$ cat config.mk
export PLATFORM = sky130hd
export DESIGN_NAME = seq001_recognizer
export DESIGN_NICKNAME = d
export VERILOG_FILES = /design/src/rtl/seq001_pkg.sv /design/src/rtl/seq001_mealy.sv /design/src/rtl/seq001_moore.sv /design/src/rtl/seq001_recognizer.sv
export SDC_FILE = /design/constraint.sdc
export NUM_CORES = 1
export LEC_CHECK = 0
export BUFFER_PORTS_ARGS = -buffer_cell sky130_fd_sc_hd__buf_4
export CORE_AREA = 2 2 39 41
export CTS_CLUSTER_DIAMETER = 100
export DETAILED_ROUTE_END_ITERATION = 12
export DIE_AREA = 0 0 41 43
export PLACE_DENSITY = 0.3
export SYNTH_ARGS = -nofsm -noshare
export SYNTH_HDL_FRONTEND = slang
export SYNTH_SLANG_ARGS = --single-unit
export TNS_END_PERCENT = 5
$ cat constraint.sdc
create_clock -name clk -period 1 [get_ports clk]
set_clock_uncertainty 0.2 [all_clocks]
set_input_delay 0.05 -clock clk [delete_from_list [all_inputs] [get_ports clk]]
set_output_delay 0.05 -clock clk [all_outputs]
set_load 0.1 [all_outputs]
$ cat src/rtl/seq001_pkg.sv
package seq001_pkg;

  localparam int unsigned STATE_W = 2;

  typedef enum logic [STATE_W-1:0] {
    ST_IDLE = 2'b00,
    ST_ONE0 = 2'b01,
    ST_TWO0 = 2'b10,
    ST_HIT  = 2'b11
  } rec_state_t;

  localparam logic [STATE_W-1:0] MEALY_UNUSED = 2'b11;

endpackage

$ cat src/rtl/seq001_mealy.sv
module seq001_mealy
  import seq001_pkg::*;
(
  input  logic clk,
  input  logic rst,
  input  logic x,
  output logic y
);

  logic [STATE_W-1:0] q;
  logic [STATE_W-1:0] q_nxt;
  logic               d1;
  logic               d0;

  // Next-state equations for the three-state machine (00, 01, 10).
  always_comb begin
    d1 = ~x & (q[0] | q[1]);
    d0 = ~q[1] & ~q[0] & ~x;
    if (q == MEALY_UNUSED) q_nxt = ST_IDLE;
    else                   q_nxt = {d1, d0};
  end

  always_ff @(posedge clk) begin
    if (rst) q <= ST_IDLE;
    else     q <= q_nxt;
  end

  // Match when two zeros have been seen and the present bit is 1.
  assign y = q[1] & ~q[0] & x;

  AST_MEALY_MATCH: assert property (@(posedge clk) disable iff (rst)
    y |-> (x && !$past(x) && !$past(x, 2)));

  AST_MEALY_ONE_CLEARS: assert property (@(posedge clk) disable iff (rst)
    x |=> (q == ST_IDLE));

endmodule

$ cat src/rtl/seq001_moore.sv
module seq001_moore
  import seq001_pkg::*;
(
  input  logic clk,
  input  logic rst,
  input  logic x,
  output logic y
);

  rec_state_t st;
  rec_state_t st_nxt;

  always_comb begin
    unique case (st)
      ST_IDLE: st_nxt = x ? ST_IDLE : ST_ONE0;
      ST_ONE0: st_nxt = x ? ST_IDLE : ST_TWO0;
      ST_TWO0: st_nxt = x ? ST_HIT  : ST_TWO0;
      ST_HIT:  st_nxt = x ? ST_IDLE : ST_ONE0;
      default: st_nxt = ST_IDLE;
    endcase
  end

  always_ff @(posedge clk) begin
    if (rst) st <= ST_IDLE;
    else     st <= st_nxt;
  end

  // Output is decoded from the register only.
  assign y = (st == ST_HIT);

  AST_MOORE_ZERO_HOLD: assert property (@(posedge clk) disable iff (rst)
    (st == ST_TWO0 && !x) |=> (st == ST_TWO0));

  AST_MOORE_SINGLE: assert property (@(posedge clk) disable iff (rst)
    y |=> !y);

endmodule

$ cat src/rtl/seq001_recognizer.sv
module seq001_recognizer
  import seq001_pkg::*;
(
  input  logic clk,
  input  logic rst,
  input  logic x,
  output logic y_mealy,
  output logic y_moore
);

  seq001_mealy u_mealy (
    .clk (clk),
    .rst (rst),
    .x   (x),
    .y   (y_mealy)
  );

  seq001_moore u_moore (
    .clk (clk),
    .rst (rst),
    .x   (x),
    .y   (y_moore)
  );

  AST_MOORE_LAG: assert property (@(posedge clk) disable iff (rst)
    !rst |=> (y_moore == $past(y_mealy)));

  AST_RESET_CLEARS: assert property (@(posedge clk)
    rst |=> (!y_moore && !y_mealy));

endmodule

**After elaboration in Yosys (flattened, before gate mapping)**

Index checks and enable logic that the tools add are counted.

- Reductions and logical operators: 3
- Mux-type cells: 4
- Equality and inequality tests: 4
- Bitwise logic cells: 9

Operator list:

| cell | count |
|---|---|
| $eq 2x2->1 const B | 3 |
| $pmux 2 s3 | 1 |
| $and 1x1->1 | 5 |
| $reduce_or 2->1 | 2 |
| $not 1->1 | 3 |
| $eq 2x1->1 const B | 1 |
| $logic_not 2->1 | 1 |
| $mux 1 | 2 |
| $mux 2 | 1 |
| $or 1x1->1 | 1 |

- Logic and storage cells: 22
- Bits in registers: 4

**Depth between registers and ports, before layout**

Gate-level depths: netlist of run 1.

- Depth after elaboration: 3
- Depth in mapped cells: 4
- Gate-level depth less buffers: 4

**By module**

Synthesis of run 1 repeated with hierarchy kept, for this count alone.

- Cell total of the unflattened synthesis: 19
- Area, all modules: 192.7 um^2

By module, submodules not included:

| module | cells an instance | area an instance (um^2) | times used | sequential area each (um^2) |
|---|---|---|---|---|
| seq001_moore | 12 | 120.1 | 1 | 40.0 |
| seq001_mealy | 7 | 72.6 | 1 | 40.0 |

**Worst setup path before layout of run 1**

No wires, ideal clock.

- Path kind: reg2out
- Start: reg u_moore.st[0]
- End: out y_moore
- Path slack: -371 ps
- Required time: 750 ps
- Buffers on the path: 0
- Stages on the path, launching flop included: 2
- Arrival: 1121 ps
- Cells stage by stage: dfxtp_1 ha_1

- Word-level cells in the longest chain between the ends: 1

Ends and longest elaborated chain:

| item | line | text |
|---|---|---|
| start: declaration | seq001_moore.sv:10 | `rec_state_t st;` |
| start signal: assignment | seq001_moore.sv:25 | `else st <= st_nxt;` |
| $eq 2x2->1 | seq001_moore.sv:29 | `assign y = (st == ST_HIT);` |
| end: declaration | seq001_recognizer.sv:8 | `output logic y_moore` |

Every way passes these cells.

**Final worst setup path of run 1**

- Start: reg u_mealy.q[0]
- End: out y_mealy

- Word-level cells in the longest chain between the ends: 3

Ends and longest elaborated chain:

| item | line | text |
|---|---|---|
| start: declaration | seq001_mealy.sv:10 | `logic [STATE_W-1:0] q;` |
| start signal: assignment | seq001_mealy.sv:25 | `else q <= q_nxt;` |
| $not 1->1 | seq001_mealy.sv:29 | `assign y = q[1] & ~q[0] & x;` |
| $and 1x1->1 (2 in a row) | seq001_mealy.sv:29 |  |
| end: declaration | seq001_recognizer.sv:7 | `output logic y_mealy,` |

Every way passes these cells.

==> impl_results.md, run 1 <==
- Outcome: complete, but fails checks
- Failing checks: negative hold slack, negative setup slack
- Worst-Margin Slew: 0.169 ns
- CTS tree: yes
- Synthesized net count: 23
- Switching Share: 24.7%
- Crit Path Category: reg -> out
- Unrepaired setup endpoints after global routing: yes
- Ant. Diodes: 0
- Share of layout cells above drive strength 1: 55.6%
- Core Area: 1380 um^2
- Die Area: 1760 um^2
- TNS Setup: -0.569 ns
- Final hold vios: 4
- Largest net degree at the start of global routing: 6
- Setup violators final: 4
- WP data required: 0.75 ns
- Gate Count Post-Synth: 17
- Relative slew slack: 88.7%
- IO buf count: 4
- Initial DRT Pass Iterations: 1
- Yosys warns: 0
- NetSw: 0.000117 W
- Final WL: 334 um
- Sequential power share: 39.5%
- Clk pwr share: 40.0%
- First-pass GRT wire length: 634 um
- Fmax: 0.800 GHz
- Die Width: 41 um
- Tcrit/Tclk final: 125%
- Met3 wire length: 19 um
- End of the worst register-to-register path: u_moore.st[0]$_SDFF_PP0_
- Crit path DAT: 1.00 ns
- Critical R2R Launch: u_moore.st[0]$_SDFF_PP0_
- Internal: 0.000358 W
- Tot Pwr: 0.000476 W
- Nets: 35
- Critical path fanouts, max: 2
- Leak: 0.132 nW
- Initial Utilization: 13.0%
- Vias: 156
- Fin cells: 43
- Row count: 14
- Yosys cell types: 10
- Hold path depth: 2
- Post-synthesis sequential element count: 4
- Syn Std Cell Area: 180 um^2
- Number of antenna violations at the first check in global routing: 0
- Insertion delay to the later sink of the worst-skew pair: 0.23 ns
- Hold Crit Class: in -> reg
- Initial DRC Count: 0
- Logic pwr share: 20.5%
- Area added between synthesis and finish: 81.9%
- Die span in y: 43 um
- Hold endpoint: u_mealy.q[0]$_SDFF_PP0_
- Worst hold start: x
- Final worst path period need: 1.25 ns
- Placed instance count: 39
- Pins over their slew limit: 0
- Startpoint types: register
- Metal-1 WL: 111 um
- Hold Slack: -0.159 ns
- Post-synthesis sequential area ratio: 44.4%
- DR WL/cell: 7.77 um
- H-tree depth: 1
- Worst setup EP type: output port
- Post-CTS Setup Bufs: 0
- Total of max-cap violations: 0
- Hold-fix buffers, CTS: 1
- Worst-path clk slew: 0.04 ns
- Worst Slack Setup Final: -0.250 ns
- Fill cells: 144
- Total gr overflow: 0
- Final ANT Viol Nets: 0
- Vias in the first global route: 186
- Peak supply drop: 0.482 mV
- Power Density: 1450 nW/um^2
- Global Route Usage Sum: 5.81%
- CTS buffer count: 3
- Met2 routed WL: 204 um
- RePlAce Congestion: 0.569
- Root Buffer: clkbuf_4
- Clk buf depth: 2
- DRC errors left: 0
- Reg2reg setup slack: -0.10 ns
- I/O pin cnt: 5
- Top sig layer: met3
- Syn_area_per_cell: 10.6 um^2
- R2R depth: 4
- Via density: 3.63
- Clk sinks: 4
flip-flops by register name, summed over array words and instances, names as in the netlist:
signal and flops:
u_mealy.q 2, u_moore.st 2
repair_timing:
item                                   in CTS  in global routing
pin swaps                                   1                  1
endpoints found under the hold margin       4                  4
setup endpoints to repair                   4                  5
gates resized for setup                     7                  3
final cells by class:
class	instances	area [um^2]	share of cell area (%)
clock buffers	3	22.5	6.87
repair buffers	7	80.1	24.4
multi-input cells	11	115	35.1
inverters	2	7.51	2.29
well taps	16	20.0	6.11
flip-flops and latches	4	82.6	25.2
routing by layer:
layer | vias to the layer above | global-route usage (%)
li1 | 77 | -
met1 | 73 | 3.50
met2 | 6 | 9.69
met3 | 0 | 2.09
met4 | 0 | 8.00
met5 | - | 0
kinds of logic (layout without fill, tap and decap cells):
| group | Yosys count | count (layout) | synth area share, % |
|---|---|---|---|
| AND/OR/NAND/NOR | 5 | 5 | 16.0 |
| multiplexers | 1 | 1 | 5.56 |
| AO/OA/AOI/OAI | 1 | 1 | 4.17 |
| buffers and inverters | 2 | 12 | 4.17 |
| adder cells (fa/ha/maj) | 3 | 3 | 20.8 |
| flip-flops | 4 | 4 | 44.4 |
| XOR/XNOR | 1 | 1 | 4.86 |
placed cells by master (no fill, tap or decap):
master,Yosys,routed
inv_1,2,2
buf_4,0,4
ha_1,3,1
clkbuf_4,0,3
dfxtp_1,4,2
and3b_4,0,1
dlygate4sd3_1,0,1
nor4_4,0,1
nor3_1,1,1
mux2i_1,1,1
nor2_1,2,2
ha_2,0,2
xnor2_1,1,1
dfxtp_2,0,2
buf_12,0,2
a211oi_1,1,1
metrics by stage:
step	setup slack [ns]	cell area, um^2	util (%)
final	-0.250	328	23.7
after global routing	-0.281	328	23.7
after CTS	-0.255	310	22.4
after detailed placement	-0.136	251	18.2
after global placement	-0.115	251	18.2
after floorplan	-0.0957	186	-
power groups by stage:
stage,clock (W),combinational [W],sequential (W)
after floorplan,0,0.0000540,0.000188
after global placement,0,0.0000761,0.000188
after detailed placement,0,0.0000801,0.000189
after CTS,0.000201,0.0000914,0.000188
after global routing,0.000211,0.000109,0.000189
final,0.000190,0.0000976,0.000188
how the worst max path moves through the flow:
stage	from	end	slack [ns]	cells past startpoint
3_3_place_gp	u_moore.st[0]$_SDFF_PP0_	u_moore.st[0]$_SDFF_PP0_	-0.12	4
2_1_floorplan	u_moore.st[0]$_SDFF_PP0_	u_moore.st[0]$_SDFF_PP0_	-0.1	4
6_report	u_mealy.q[0]$_SDFF_PP0_	y_mealy	-0.25	2
3_5_place_dp	u_moore.st[0]$_SDFF_PP0_	u_moore.st[0]$_SDFF_PP0_	-0.14	4
4_1_cts	u_mealy.q[0]$_SDFF_PP0_	y_mealy	-0.25	2
5_1_grt	u_mealy.q[0]$_SDFF_PP0_	y_mealy	-0.28	2
cell usage after synthesis:
cell type | number | area [um^2]
dfxtp_1 | 4 | 80.1
ha_1 | 3 | 37.5
inv_1 | 2 | 7.51
nor2_1 | 2 | 7.51
a211oi_1 | 1 | 7.51
and3b_2 | 1 | 10.0
mux2i_1 | 1 | 10.0
nor3_1 | 1 | 5.00
nor4_1 | 1 | 6.26
xnor2_1 | 1 | 8.76
critical path, cell delays in order (launching register included):
cell and delay (ns):
dfxtp_1 0.30, and3b_4 0.30, buf_12 0.17
Note: power is estimated with default switching activity, not from simulation.
==> run 2: changes to the inputs <==
Clock period 1 ns to 1.2 ns, I/O delays scaled along.
==> run 2 against run 1 <==
  * The flow still finishes with violations (negative hold slack, negative setup slack)
  * Sequential share of layout area grew 2.7 points
  * Global-route usage down 1.4 points
  * Non-clock buffer count is 2 lower
  * Die area did not move
  * Combinational power is 29% lower
  * Critical endpoint unchanged
  * Largest power group is now sequential cells
==> impl_results.md, run 2 (synthesis results as in run 1) <==
- Hold-fix buffers, CTS: 1 (unchanged)
- Relative slew slack: 86.6% (was 88.7%)
- Largest net degree at the start of global routing: 6 (unchanged)
- Hold Slack: -0.164 ns (was -0.159 ns)
- Initial DRT Pass Iterations: 1 (unchanged)
- Outcome: complete, but fails checks (unchanged)
- Leak: 0.124 nW (was 0.132 nW)
- Initial Utilization: 13.0% (unchanged)
- Via density: 3.46 (was 3.63)
- H-tree depth: 1 (unchanged)
- Tcrit/Tclk final: 103%
- Worst-Margin Slew: 0.199 ns (was 0.169 ns)
- Core Area: 1380 um^2 (unchanged)
- Reg2reg setup slack: 0.01 ns (was -0.10 ns)
- WP data required: 0.94 ns (was 0.75 ns)
- Critical path fanouts, max: 3 (was 2)
- Die Area: 1760 um^2 (unchanged)
- Cells along the critical path: and3b_2 -> buf_12 (was and3b_4 -> buf_12)
- Worst setup EP type: output port (unchanged)
- Largest regs: u_mealy.q: 2 flops, u_moore.st: 2 flops (unchanged)
- Slowest stage delay, CP: 0.32 ns (was 0.30 ns)
- Setup violators final: 1 (was 4)
- IO buf count: 4 (unchanged)
- Final Instance Area: 305 um^2 (was 328 um^2)
- Final HPWL DP: 247 um
- Hold Crit Class: in -> reg (unchanged)
- Final WL: 332 um (was 334 um)
- Slowest CP cell: dfxtp_2 (was dfxtp_1)
- CTS tree: yes (unchanged)
- DR WL/cell: 8.10 um (was 7.77 um)
- Nets: 33 (was 35)
- Worst Slack Setup Final: -0.0312 ns (was -0.250 ns)
- Total of max-cap violations: 0 (unchanged)
- Pins over their slew limit: 0 (unchanged)
- Crit path max-delay family: flip-flops (unchanged)
- Die span in y: 43 um (unchanged)
- Unrepaired setup endpoints after global routing: yes (unchanged)
- Die Width: 41 um (unchanged)
- Final worst path period need: 1.23 ns
- Area added between synthesis and finish: 69.4% (was 81.9%)
- Register cell area after layout: 85.1 um^2 (was 82.6 um^2)
- RePlAce Congestion: 0.582 (was 0.569)
- Crit path DAT: 0.97 ns (was 1.00 ns)
- Initial DRC Count: 0 (unchanged)
- Root Buffer: clkbuf_4 (unchanged)
- Ant. Diodes: 0 (unchanged)
- Vias: 142 (was 156)
- Most frequent cells in the layout: dfxtp_2 (4), clkbuf_4 (3) (was buf_4 (4), clkbuf_4 (3))
- DRC errors left: 0 (unchanged)
- Number of antenna violations at the first check in global routing: 0 (unchanged)
- CTS buffer count: 3 (unchanged)
- Row count: 14 (unchanged)
- Power Density: 1280 nW/um^2 (was 1450 nW/um^2)
- Clk buf depth: 2 (unchanged)
- Buf/Inv on CP: 1 (unchanged)
- Fill cells: 143 (was 144)
- Share of layout cells above drive strength 1: 52.0% (was 55.6%)
- Area after DPL: 233 um^2 (was 251 um^2)
- Peak supply drop: 0.450 mV (was 0.482 mV)
- Crit Path Category: reg -> out (unchanged)
- Global Route Usage Sum: 4.41% (was 5.81%)
- Most common cell after layout, fill and taps aside: dfxtp_2 (was buf_4)
- Final hold vios: 4 (unchanged)
- Area of the multi-input gates: 105 um^2 (was 115 um^2)
- TNS Setup: -0.0312 ns (was -0.569 ns)
- I/O pin cnt: 5 (unchanged)
- First-pass GRT wire length: 469 um (was 634 um)
- Insertion delay to the later sink of the worst-skew pair: 0.23 ns (about the same)
- Post-CTS Setup Bufs: 0 (unchanged)
- Total gr overflow: 0 (unchanged)
- Final ANT Viol Nets: 0 (unchanged)
- Fmax: 0.812 GHz
- Vias in the first global route: 119 (was 186)
- Failing checks: negative hold slack, negative setup slack (unchanged)
- Clk sinks: 4 (unchanged)
- Worst-path clk slew: 0.03 ns (was 0.04 ns)
- Startpoint types: register (unchanged)
-- run 2: changes by cell type in the layout (fill, tap and decap cells not counted), sizes merged --
cell  previous run  this run
buf              6         4
-- run 2: final timing paths --
path,from,to,depth (start not counted)
max reg2reg,u_moore.st[0]$_SDFF_PP0_,u_moore.st[0]$_SDFF_PP0_,4
min,x,u_mealy.q[0]$_SDFF_PP0_,2
max,u_mealy.q[0]$_SDFF_PP0_,y_mealy,2
min reg2reg,u_mealy.q[1]$_SDFF_PP0_,u_mealy.q[0]$_SDFF_PP0_,1
-- run 2: area by class of cell --
| cell class | instances | share of cell area [%] |
|---|---|---|
| multi-input combinational | 11 | 34.4 |
| tap | 16 | 6.56 |
| clock buffer | 3 | 7.38 |
| sequential | 4 | 27.9 |
| inverter | 2 | 2.46 |
| timing repair buffer | 5 | 21.3 |
-- run 2: worst reg2reg max path: stages, from the launching register on --
cell     delay [ns]
dfxtp_2        0.35
inv_1          0.05
ha_1           0.28
mux2i_1        0.14
nor2_1         0.06
-- run 2: power breakdown --
| group | internal [W] | switching [W] | leakage [nW] | total [W] |
|---|---|---|---|---|
| Sequential | 0.000148 | 0.0000135 | 0.0344 | 0.000162 |
| Clock | 0.000111 | 0.0000483 | 0.0138 | 0.000160 |
| Combinational | 0.0000325 | 0.0000370 | 0.0761 | 0.0000696 |
-- run 2: routing by layer --
layer | global-route usage [%] | vias to the layer above | wire length [um]
met1 | 5.11 | 64 | 135
met4 | 6.00 | 0 | 0
met2 | 4.38 | 5 | 154
met5 | 0 | - | 0
li1 | - | 73 | -
met3 | 2.62 | 0 | 42
-- run 2: timing repair --
item	CTS	global route
pin swaps	1	0
setup endpoints to repair	3	2
gates resized for setup	10	1
endpoints found under the hold margin	4	4
cloned	0	0
-- run 2: through the flow --
stage,worst slack (ns),std cells,total power [W],util [%]
global placement,0.00997,37,0.000217,16.8
floorplan,0.0785,17,0.000200,-
finish,-0.0312,41,0.000391,22.1
global route,-0.0600,41,0.000413,22.1
detailed placement,0.0265,37,0.000216,16.8
CTS,-0.0430,41,0.000399,22.0
